$ cat src/rtl/bl_rsp_pkg.sv
package bl_rsp_pkg;

    localparam int NIB_W     = 4;
    localparam int BYTE_W    = 8;
    localparam int ID_W      = 8;
    localparam int OPC_W     = 3;
    localparam int SIZE_W    = 2;
    localparam int HDR_BYTES = 2;
    localparam int MAX_BYTES = 1 << ((1 << SIZE_W) - 1);
    localparam int DATA_W    = MAX_BYTES * BYTE_W;
    localparam int HDR_W     = HDR_BYTES * BYTE_W;
    localparam int STREAM_W  = HDR_W + DATA_W;
    localparam int MAX_NIBS  = STREAM_W / NIB_W;
    localparam int CNT_W     = $clog2(MAX_NIBS + 1);

    localparam logic [OPC_W-1:0] OPC_WITH_DATA = 3'd1;

    typedef struct packed {
        logic                busy;
        logic [CNT_W-1:0]    idx;
        logic [CNT_W-1:0]    total;
        logic [STREAM_W-1:0] stream;
        logic [NIB_W-1:0]    nib;
        logic                frame;
    } tx_state_t;

endpackage

$ cat src/rtl/bl_rsp_hdr.sv
module bl_rsp_hdr
    import bl_rsp_pkg::*;
(
    input  logic [OPC_W-1:0]  opcode,
    input  logic [SIZE_W-1:0] size,
    input  logic              error,
    input  logic [ID_W-1:0]   txn_id,
    output logic [HDR_W-1:0]  hdr,
    output logic              has_data,
    output logic [CNT_W-1:0]  total_nibs
);

    localparam logic [CNT_W-1:0] HDR_NIBS = CNT_W'(HDR_W / NIB_W);
    localparam logic [CNT_W-1:0] NIBS_PER_BYTE = CNT_W'(BYTE_W / NIB_W);

    always_comb begin
        // byte 0 in bits 7:0, echoed ID in bits 15:8
        hdr        = {txn_id, 1'b0, error, size, 1'b1, opcode};
        has_data   = (opcode == OPC_WITH_DATA);
        total_nibs = HDR_NIBS;
        if (has_data) begin
            total_nibs = HDR_NIBS + (NIBS_PER_BYTE << size);
        end
    end

endmodule

$ cat src/rtl/bl_rsp_payload.sv
module bl_rsp_payload
    import bl_rsp_pkg::*;
(
    input  logic [DATA_W-1:0] data,
    input  logic [SIZE_W-1:0] size,
    input  logic              error,
    input  logic              has_data,
    output logic [DATA_W-1:0] payload
);

    localparam int NB_W = $clog2(MAX_BYTES + 1);

    logic [NB_W-1:0] n_bytes;
    assign n_bytes = NB_W'(1) << size;

    // keep only bytes inside the size window; errors carry zeros
    for (genvar b = 0; b < MAX_BYTES; b++) begin : g_byte
        logic keep;
        assign keep = has_data && !error && (NB_W'(b) < n_bytes);
        assign payload[b*BYTE_W +: BYTE_W] = keep ? data[b*BYTE_W +: BYTE_W] : '0;
    end

endmodule

$ cat src/rtl/bl_rsp_nibsel.sv
module bl_rsp_nibsel
    import bl_rsp_pkg::*;
(
    input  logic [STREAM_W-1:0] stream,
    input  logic [CNT_W-1:0]    idx,
    output logic [NIB_W-1:0]    nib
);

    logic [NIB_W-1:0] nibs [MAX_NIBS];

    for (genvar i = 0; i < MAX_NIBS; i++) begin : g_split
        assign nibs[i] = stream[i*NIB_W +: NIB_W];
    end

    always_comb begin
        nib = '0;
        for (int i = 0; i < MAX_NIBS; i++) begin
            if (idx == CNT_W'(i)) nib = nibs[i];
        end
    end

endmodule

$ cat src/rtl/bl_rsp_tx.sv
module bl_rsp_tx
    import bl_rsp_pkg::*;
(
    input  logic              clk,
    input  logic              rst_n,
    input  logic              rsp_valid,
    output logic              rsp_ready,
    input  logic [2:0]        rsp_opcode,
    input  logic [1:0]        rsp_size,
    input  logic              rsp_error,
    input  logic [7:0]        rsp_txn_id,
    input  logic [63:0]       rsp_data,
    output logic [3:0]        tx_nib,
    output logic              tx_frame
);

    tx_state_t state_d, state_q;

    logic [HDR_W-1:0]  new_hdr;
    logic              new_has_data;
    logic [CNT_W-1:0]  new_total;
    logic [DATA_W-1:0] new_payload;
    logic [NIB_W-1:0]  cur_nib;

    bl_rsp_hdr u_hdr (
        .opcode     (rsp_opcode),
        .size       (rsp_size),
        .error      (rsp_error),
        .txn_id     (rsp_txn_id),
        .hdr        (new_hdr),
        .has_data   (new_has_data),
        .total_nibs (new_total)
    );

    bl_rsp_payload u_payload (
        .data     (rsp_data),
        .size     (rsp_size),
        .error    (rsp_error),
        .has_data (new_has_data),
        .payload  (new_payload)
    );

    bl_rsp_nibsel u_nibsel (
        .stream (state_q.stream),
        .idx    (state_q.idx),
        .nib    (cur_nib)
    );

    always_comb begin
        state_d       = state_q;
        state_d.frame = 1'b0;
        if (!state_q.busy) begin
            state_d.nib = '0;
            if (rsp_valid) begin
                state_d.busy   = 1'b1;
                state_d.stream = {new_payload, new_hdr};
                state_d.total  = new_total;
                state_d.idx    = CNT_W'(1);
                state_d.nib    = new_hdr[NIB_W-1:0];
                state_d.frame  = 1'b1;
            end
        end else if (state_q.idx == state_q.total) begin
            state_d.busy = 1'b0;
            state_d.idx  = '0;
            state_d.nib  = '0;
        end else begin
            state_d.nib = cur_nib;
            state_d.idx = state_q.idx + CNT_W'(1);
        end
    end

    always_ff @(posedge clk) begin
        if (!rst_n) begin
            state_q <= '0;
        end else begin
            state_q <= state_d;
        end
    end

    assign rsp_ready = !state_q.busy;
    assign tx_nib    = state_q.nib;
    assign tx_frame  = state_q.frame;

endmodule

$ cat config.mk
export PLATFORM = sky130hd
export DESIGN_NAME = bl_rsp_tx
export DESIGN_NICKNAME = d
export VERILOG_FILES = /design/src/rtl/bl_rsp_pkg.sv /design/src/rtl/bl_rsp_hdr.sv /design/src/rtl/bl_rsp_payload.sv /design/src/rtl/bl_rsp_nibsel.sv /design/src/rtl/bl_rsp_tx.sv
export SDC_FILE = /design/constraint.sdc
export NUM_CORES = 1
export LEC_CHECK = 0
export ABC_AREA = 1
export ABC_CLOCK_PERIOD_IN_PS = 2200
export BUFFER_PORTS_ARGS = -buffer_cell sky130_fd_sc_hd__clkbuf_2
export CORE_ASPECT_RATIO = 1.5
export CORE_MARGIN = 5
export CORE_UTILIZATION = 50
export CTS_CLUSTER_DIAMETER = 120
export DETAILED_ROUTE_END_ITERATION = 10
export GPL_ROUTABILITY_DRIVEN = 0
export GPL_TIMING_DRIVEN = 0
export PLACE_DENSITY = 0.75
export SETUP_SLACK_MARGIN = 0.4
export SLEW_MARGIN = 20
export SYNTH_ARGS = -nofsm -noshare
export SYNTH_HDL_FRONTEND = slang
export SYNTH_SLANG_ARGS = --single-unit
$ cat constraint.sdc
create_clock -name clk -period 2.2 [get_ports clk]
set_input_delay 0.22 -clock clk [delete_from_list [all_inputs] [get_ports clk]]
set_output_delay 0.22 -clock clk [all_outputs]
set_load 0.02 [all_outputs]
Word level (Yosys, flattened, before mapping):

Index checks and enable logic that the tools add are counted.
W data, S select, Z words.

* add/subtract/negate cells: 2
* $lt $le $gt $ge: 8
* equality and inequality tests: 21
* shift-type cells: 2
* multiplexer cells: 35
* bitwise logic cells: 2
* reduce and logical (&&, ||, !) cells: 15

Operator list (count)
* $mux W96: 1
* $mux W4: 22
* $mux W8: 8
* $eq A5 B4 Y1 const B: 8
* $eq A5 B3 Y1 const B: 4
* $eq A5 B5 Y1 const B: 4
* $lt A3 B4 Y1 const A: 4
* $eq A5 B2 Y1 const B: 2
* $mux W5: 2
* $logic_and A1 B1 Y1: 9
* $lt A1 B4 Y1 const A: 2
* $lt A2 B4 Y1 const A: 2
* $mux W6: 1
* $add A3 B5 Y5 const A: 1
* $add A5 B1 Y5 const B: 1
* $eq A5 B1 Y1 const B: 1
* $eq A5 B5 Y1: 1
* $logic_not A5 Y1: 1
* $shl A2 B2 Y5 const A: 1
* $shl A1 B2 Y4 const A: 1
* $eq A3 B1 Y1 const B: 1
* $logic_not A1 Y1: 2
* $not A1 Y1: 2
* $reduce_and A2 Y1: 1
* other kinds (3): 3

* flip-flop bits (word level): 95
* bits of input ports: 81
* output and inout port bits: 6
* logic and storage cells: 91

Logic depth before layout (Yosys ltp):

* depth in word-level cells: 23
* gate-level depth with buffers: 27
* gate-level depth less buffers: 27

By module:

A second synthesis with hierarchy kept.

* cells, all modules: 834
* area total of the unflattened synthesis: 5255.0 um^2

Modules (own cells, without submodules)
* bl_rsp_tx: times used 1, cells each 446, area an instance 3469.6 um^2, seq. area each 1921.8 um^2
* bl_rsp_nibsel: times used 1, cells each 208, area an instance 878.3 um^2, seq. area each 0.0 um^2
* bl_rsp_payload: times used 1, cells each 146, area an instance 683.2 um^2, seq. area each 0.0 um^2
* bl_rsp_hdr: times used 1, cells each 34, area an instance 224.0 um^2, seq. area each 0.0 um^2

Worst setup path after synthesis:

OpenSTA, ideal clock, no wires.

* path type: reg2reg
* start: reg state_q[90] in the netlist's numbering
* end: reg state_q (netlist bit tx_nib[3])
* setup time: 0.112 ns
* arrival: 2.072 ns
* required time: 2.088 ns
* path slack: 0.016 ns
* stages on the path, launching flop included: 27
* buffers on the path: 0
* clock period less this slack: 2.184 ns
* cell sequence: dfxtp_1 -> inv_1 -> ha_1 -> inv_1 -> nor2_2 -> nand2_1 -> o21ai_0 -> o21ai_1 -> nand2_1 -> nand2_1 -> nand2_1 -> nand2_1 -> nand3_1 -> nand2_1 -> nand3_1 -> nand3_1 -> nand3_1 -> nand2_1 -> nand2_1 -> nand2_1 -> nand2_1 -> nand2_1 -> nand2_1 -> nand2_1 -> nand2_1 -> nand2_1 -> nand2_1

* cells in the longest elaborated chain, start to end: 23
* elaborated cells on any way between the ends: 43
* those cells by class: eq/ne (20); mux (22); reduce/logical (1)

RTL lines
* start, declared: RTL line bl_rsp_tx.sv:17 `tx_state_t state_d, state_q;`
* start signal, assigned: RTL line bl_rsp_tx.sv:76 `state_q <= state_d;`
* $logic_not A5 Y1: RTL line bl_rsp_nibsel.sv:18 `if (idx == CNT_W'(i)) nib = nibs[i];`
* $mux W4 (20 in a row): RTL line bl_rsp_nibsel.sv:18
* $mux W4 (*): RTL line bl_rsp_tx.sv:62 `end else if (state_q.idx == state_q.total) begin`
* $mux W4 (*): RTL line bl_rsp_tx.sv:52 `if (!state_q.busy) begin`

Mark *: on every way between the ends. The rest lies on a longest branch, timed or not.
A chain may end at the register's enable or synchronous reset.

Worst setup path in the final report:

Same ends and word-level chain as after synthesis.

==> summary.md <==
| Metric | Value |
|---|---|
| Highest-utilization routing layer at the global route stage | met2 |
| Switching power as a share of total power | 0.261 |
| Buffer depth of the longest clock path | 2 |
| Comb pwr share | 0.165 |
| Distinct cells, synth | 33 |
| Later-pin clock latency in the skew report | 0.34 ns |
| Post-Route WL | 13.0 mm |
| Clk pwr share | 0.399 |
| Min-delay worst type | input port to register |
| Utilization after layout | 0.671 |
| Crit path arrival time | 2.84 ns |
| Buffer and inverter count on the worst path | 3 |
| Most numerous cell on the critical path | sky130_fd_sc_hd__nand2_1 |
| Run status | finished, violations left |
| Syn Area/Cell | 6.55 sq um |
| Fraction of the mapped netlist area in compound gates | 0.185 |
| Initial antenna violation count | 0 |
| Area enclosed by the die boundary | 11200 sq um |
| Cells on worst reg2reg path | 27 |
| Violated checks | negative setup slack |
| Synthesis-to-finish area growth | 29.7% |
| Min-Delay Startpoint | rsp_data[42] |
| Fin crit share | 1.16 |
| Post-detailed-route via-to-cell ratio | 5.18 |
| Hold buffers post-CTS | 0 |
| Remaining global-route overflow | 0 |
| Pin count of the biggest net entering global routing | 15 |
| Cell taking the most area after synthesis | sky130_fd_sc_hd__dfxtp_1 |
| Starting Density | 0.517 |
| Yosys reg bits | 94 |
| Capturing element type of the critical path | register |
| Multi-input logic area | 2500 sq um |
| CP peak stage delay | 0.37 ns |
| Reg-to-reg startpoint | state_q[90] |
| Area of the mapped netlist | 4590 sq um |
| First-pass DRT Iterations | 7 |
| Proportion of synthesized flip-flops having asynchronous set or reset | 0 |
| Startpoint Class | register |
| Worst R2R Setup Slack | -0.36 ns |
| Final setup viols | 4 |
| Share of the synthesized area in the top cell type | 0.410 |
| Slew Viols, Final | 0 |
| Measured slew at the worst slew-check pin | 0.662 ns |
| Unrepaired setup endpoints after global routing | true |
| Root Driver | sky130_fd_sc_hd__clkbuf_16 |
| Max Cap Viol | 0 |
| Top cells by area, synth | sky130_fd_sc_hd__dfxtp_1 41%, sky130_fd_sc_hd__nand2_1 19%, sky130_fd_sc_hd__a21oi_1 9.2%, sky130_fd_sc_hd__o21ai_0 7.0%, sky130_fd_sc_hd__inv_1 5.8% |
| Clock H-tree levels | 3 |
| Final-report hold violation count | 0 |
| Min Tclk post-route | 2.56 ns |
| End of the worst register-to-register path | tx_nib[3] |
| Combinational family with the most area after synthesis | simple AND/OR/NAND/NOR gates |
| Clk pin slew, worst setup/hold paths | 0.06 ns |
| Width of the chip | 88.2 microns |
| Commonest cells post-synth | 229 x sky130_fd_sc_hd__nand2_1, 94 x sky130_fd_sc_hd__dfxtp_1, 84 x sky130_fd_sc_hd__a21oi_1 |
| Crit path max-delay cell type | sky130_fd_sc_hd__dfxtp_4 |
| Xor and xnor fraction of the mapped netlist area | 0.00381 |
| 1st-iter DRT viols | 256 |
| TritonCTS clock tree | yes |
| Critical path fanouts, max | 4 |
| Number of nets in the synthesized netlist | 791 |
| GR met3 Demand/Resource | 0.0457 |
| Worst supply voltage drop on vdd | 0.529 mV |
| Num ports | 87 |
| Met1 usage | 0.242 |
| Synthesized instance count | 701 |
| Wire length of the first global-routing pass | 20.6 mm |
| Height of the chip | 127 microns |
| Portion of the post-synthesis area used by sequential elements | 0.410 |
| Half-perimeter wire length after detailed placement | 9.22 mm |
| Leak Pwr | 0.00262 uW |
| Worst Hold Endpoint | state_q[63] |
| Global routing met2 resource utilization | 0.423 |
| Number of buffers created by CTS | 9 |
| Port Buffers | 85 |
| Area used by sequential logic in the layout | 1900 sq um |
| Number of logic stages on the critical path including buffering | 27 |
| Type of the worst setup path | register to register |
| Nets | 911 |
| Fin Hold WS | 0.0994 ns |
| Final routed wire length divided by cell count | 13.9 microns |
| Design internal power | 3140 uW |
| Simple-Gate Fraction of Synth Area | 0.286 |
| Antenna Cells | 0 |
| Final clock skew | 0.00730 ns |
| Ratio of cells with drive above 1 in the final layout | 0.246 |
| Cell area power density | 712 nW/um^2 |
| Rel. slew slack | 0.559 |
| Primary flip-flop cell chosen by synthesis mapping | sky130_fd_sc_hd__dfxtp_1 |
| Warnings from Yosys | 0 |
| Total routing usage reported by global routing | 0.229 |
| Net switching power | 1110 uW |
| Min setup slack post-route | -0.357 ns |
| DR vias | 4841 |
| TritonCTS Sinks | 94 |
| Adder and majority cell fraction of the synthesized area | 0.0245 |
| DRC violations left | 0 |
| Vias in the first global route | 4680 |
| Std cell rows | 42 |
| Seq pwr share | 0.436 |
| Top-count cell post-synth | sky130_fd_sc_hd__nand2_1 |
| Multiplexer share of the synthesized area | 0 |
| Family of cells with the greatest summed delay on the critical path | simple AND/OR/NAND/NOR gates |
| Area inside the core boundary | 8880 sq um |
| Filler cell count | 794 |
| Routed Antenna Nets | 0 |
| Count of flip-flops with a built-in enable after synthesis | 0 |
| Required @ worst endpoint | 2.48 ns |
| Min-Delay Path Depth | 3 |
| Highest achievable clock rate | 0.391 GHz |
==> layout make-up <==
type,instances,share of cell area
tap,110,0.0231
clock inverter,4,0.0118
clock buffer,11,0.0424
timing repair buffer,109,0.110
sequential,94,0.318
inverter,76,0.0508
buffer,31,0.0244
multi-input combinational,500,0.419
==> through the flow <==
step                      power, uW  setup TNS [ns]  cells  cell area, sq um  setup WS [ns]
final                          4240           -1.36    935              5960         -0.357
after global routing           4410           -2.24    935              5960         -0.615
after CTS                      4160          -0.901    925              5740         -0.253
after detailed placement       2420          -15.93    896              5210         -0.513
after global placement         2410          -14.79    896              5210         -0.500
after floorplan                2220               0    701              4640          0.157
==> timing repair <==
item / CTS / global route
gates resized for setup: 35 / 39
pin swaps: 17 / 28
buffers inserted: 14 / 10
setup endpoints to repair: 86 / 76
==> placed cells by master, fill, tap and decap left out, types with 2 or more instances in the layout <==
cell	netlist	final
sky130_fd_sc_hd__or2_2	4	4
sky130_fd_sc_hd__dfxtp_4	0	3
sky130_fd_sc_hd__nor2_1	45	39
sky130_fd_sc_hd__bufinv_16	0	2
sky130_fd_sc_hd__nand3_2	0	7
sky130_fd_sc_hd__o21ai_1	6	7
sky130_fd_sc_hd__nand3_1	33	26
sky130_fd_sc_hd__buf_12	0	3
sky130_fd_sc_hd__nor2_2	4	4
sky130_fd_sc_hd__a21oi_2	1	2
sky130_fd_sc_hd__nand2_2	0	13
sky130_fd_sc_hd__a22oi_1	2	2
sky130_fd_sc_hd__a21oi_1	84	83
sky130_fd_sc_hd__dfxtp_1	94	89
sky130_fd_sc_hd__clkbuf_2	0	96
sky130_fd_sc_hd__nor2_4	1	7
sky130_fd_sc_hd__buf_4	4	22
sky130_fd_sc_hd__clkinv_2	0	2
sky130_fd_sc_hd__inv_2	4	8
sky130_fd_sc_hd__nand4_1	4	4
sky130_fd_sc_hd__nand2_1	229	216
sky130_fd_sc_hd__o21ai_0	64	63
sky130_fd_sc_hd__ha_4	0	3
sky130_fd_sc_hd__clkbuf_1	26	15
sky130_fd_sc_hd__buf_6	0	3
sky130_fd_sc_hd__dfxtp_2	0	2
sky130_fd_sc_hd__inv_1	71	62
sky130_fd_sc_hd__clkbuf_16	0	9
sky130_fd_sc_hd__clkbuf_8	0	2
sky130_fd_sc_hd__ha_1	9	6
sky130_fd_sc_hd__inv_4	0	3
==> how the worst max path moves through the flow <==
| stage | from | to | slack, ns |
|---|---|---|---|
| after global routing | state_q[90] | tx_nib[3] | -0.62 |
| after global placement | rsp_opcode[1] | state_q[84] | -0.50 |
| final | state_q[90] | tx_nib[3] | -0.36 |
| after floorplan | state_q[90] | tx_nib[1] | 0.16 |
| after detailed placement | rsp_opcode[1] | state_q[84] | -0.51 |
| after CTS | state_q[90] | tx_nib[2] | -0.25 |
==> power by group through the flow <==
stage	sequential, uW	combinational, uW	clock (uW)
3_5_place_dp	1880	534	0
2_1_floorplan	1870	346	0
3_3_place_gp	1880	524	0
5_1_grt	1860	776	1780
4_1_cts	1840	604	1710
6_report	1850	701	1690
==> registers in the layout, summed over array words and instances (netlist names) <==
name and count:
state_q 89, tx_frame 1, tx_nib 4
==> logic make-up after synthesis <==
logic type | count (synthesis)
AO/OA/AOI/OAI | 164
flip-flops | 94
buffers and inverters | 107
AND/OR/NAND/NOR | 325
adder cells (fa/ha/maj) | 9
XOR/XNOR | 2
==> per-layer routing <==
| metal | part of all wire | vias up | wire, microns |
|---|---|---|---|
| li1 | - | 2484 | - |
| met1 | 0.38 | 2156 | 4890 |
| met2 | 0.52 | 161 | 6820 |
| met3 | 0.058 | 40 | 758 |
| met4 | 0.042 | 0 | 553 |
| met5 | 0 | - | 0 |
==> worst register-to-register path, delay by kind of cell, from the launching register on <==
kind / cells / cell delay (ns)
adder cells (fa/ha/maj): 1 / 0.15
buffers and inverters: 3 / 0.25
AND/OR/NAND/NOR: 22 / 1.65
flip-flops: 1 / 0.37
AO/OA/AOI/OAI: 1 / 0.10
Power figures use the tool's default switching activity.
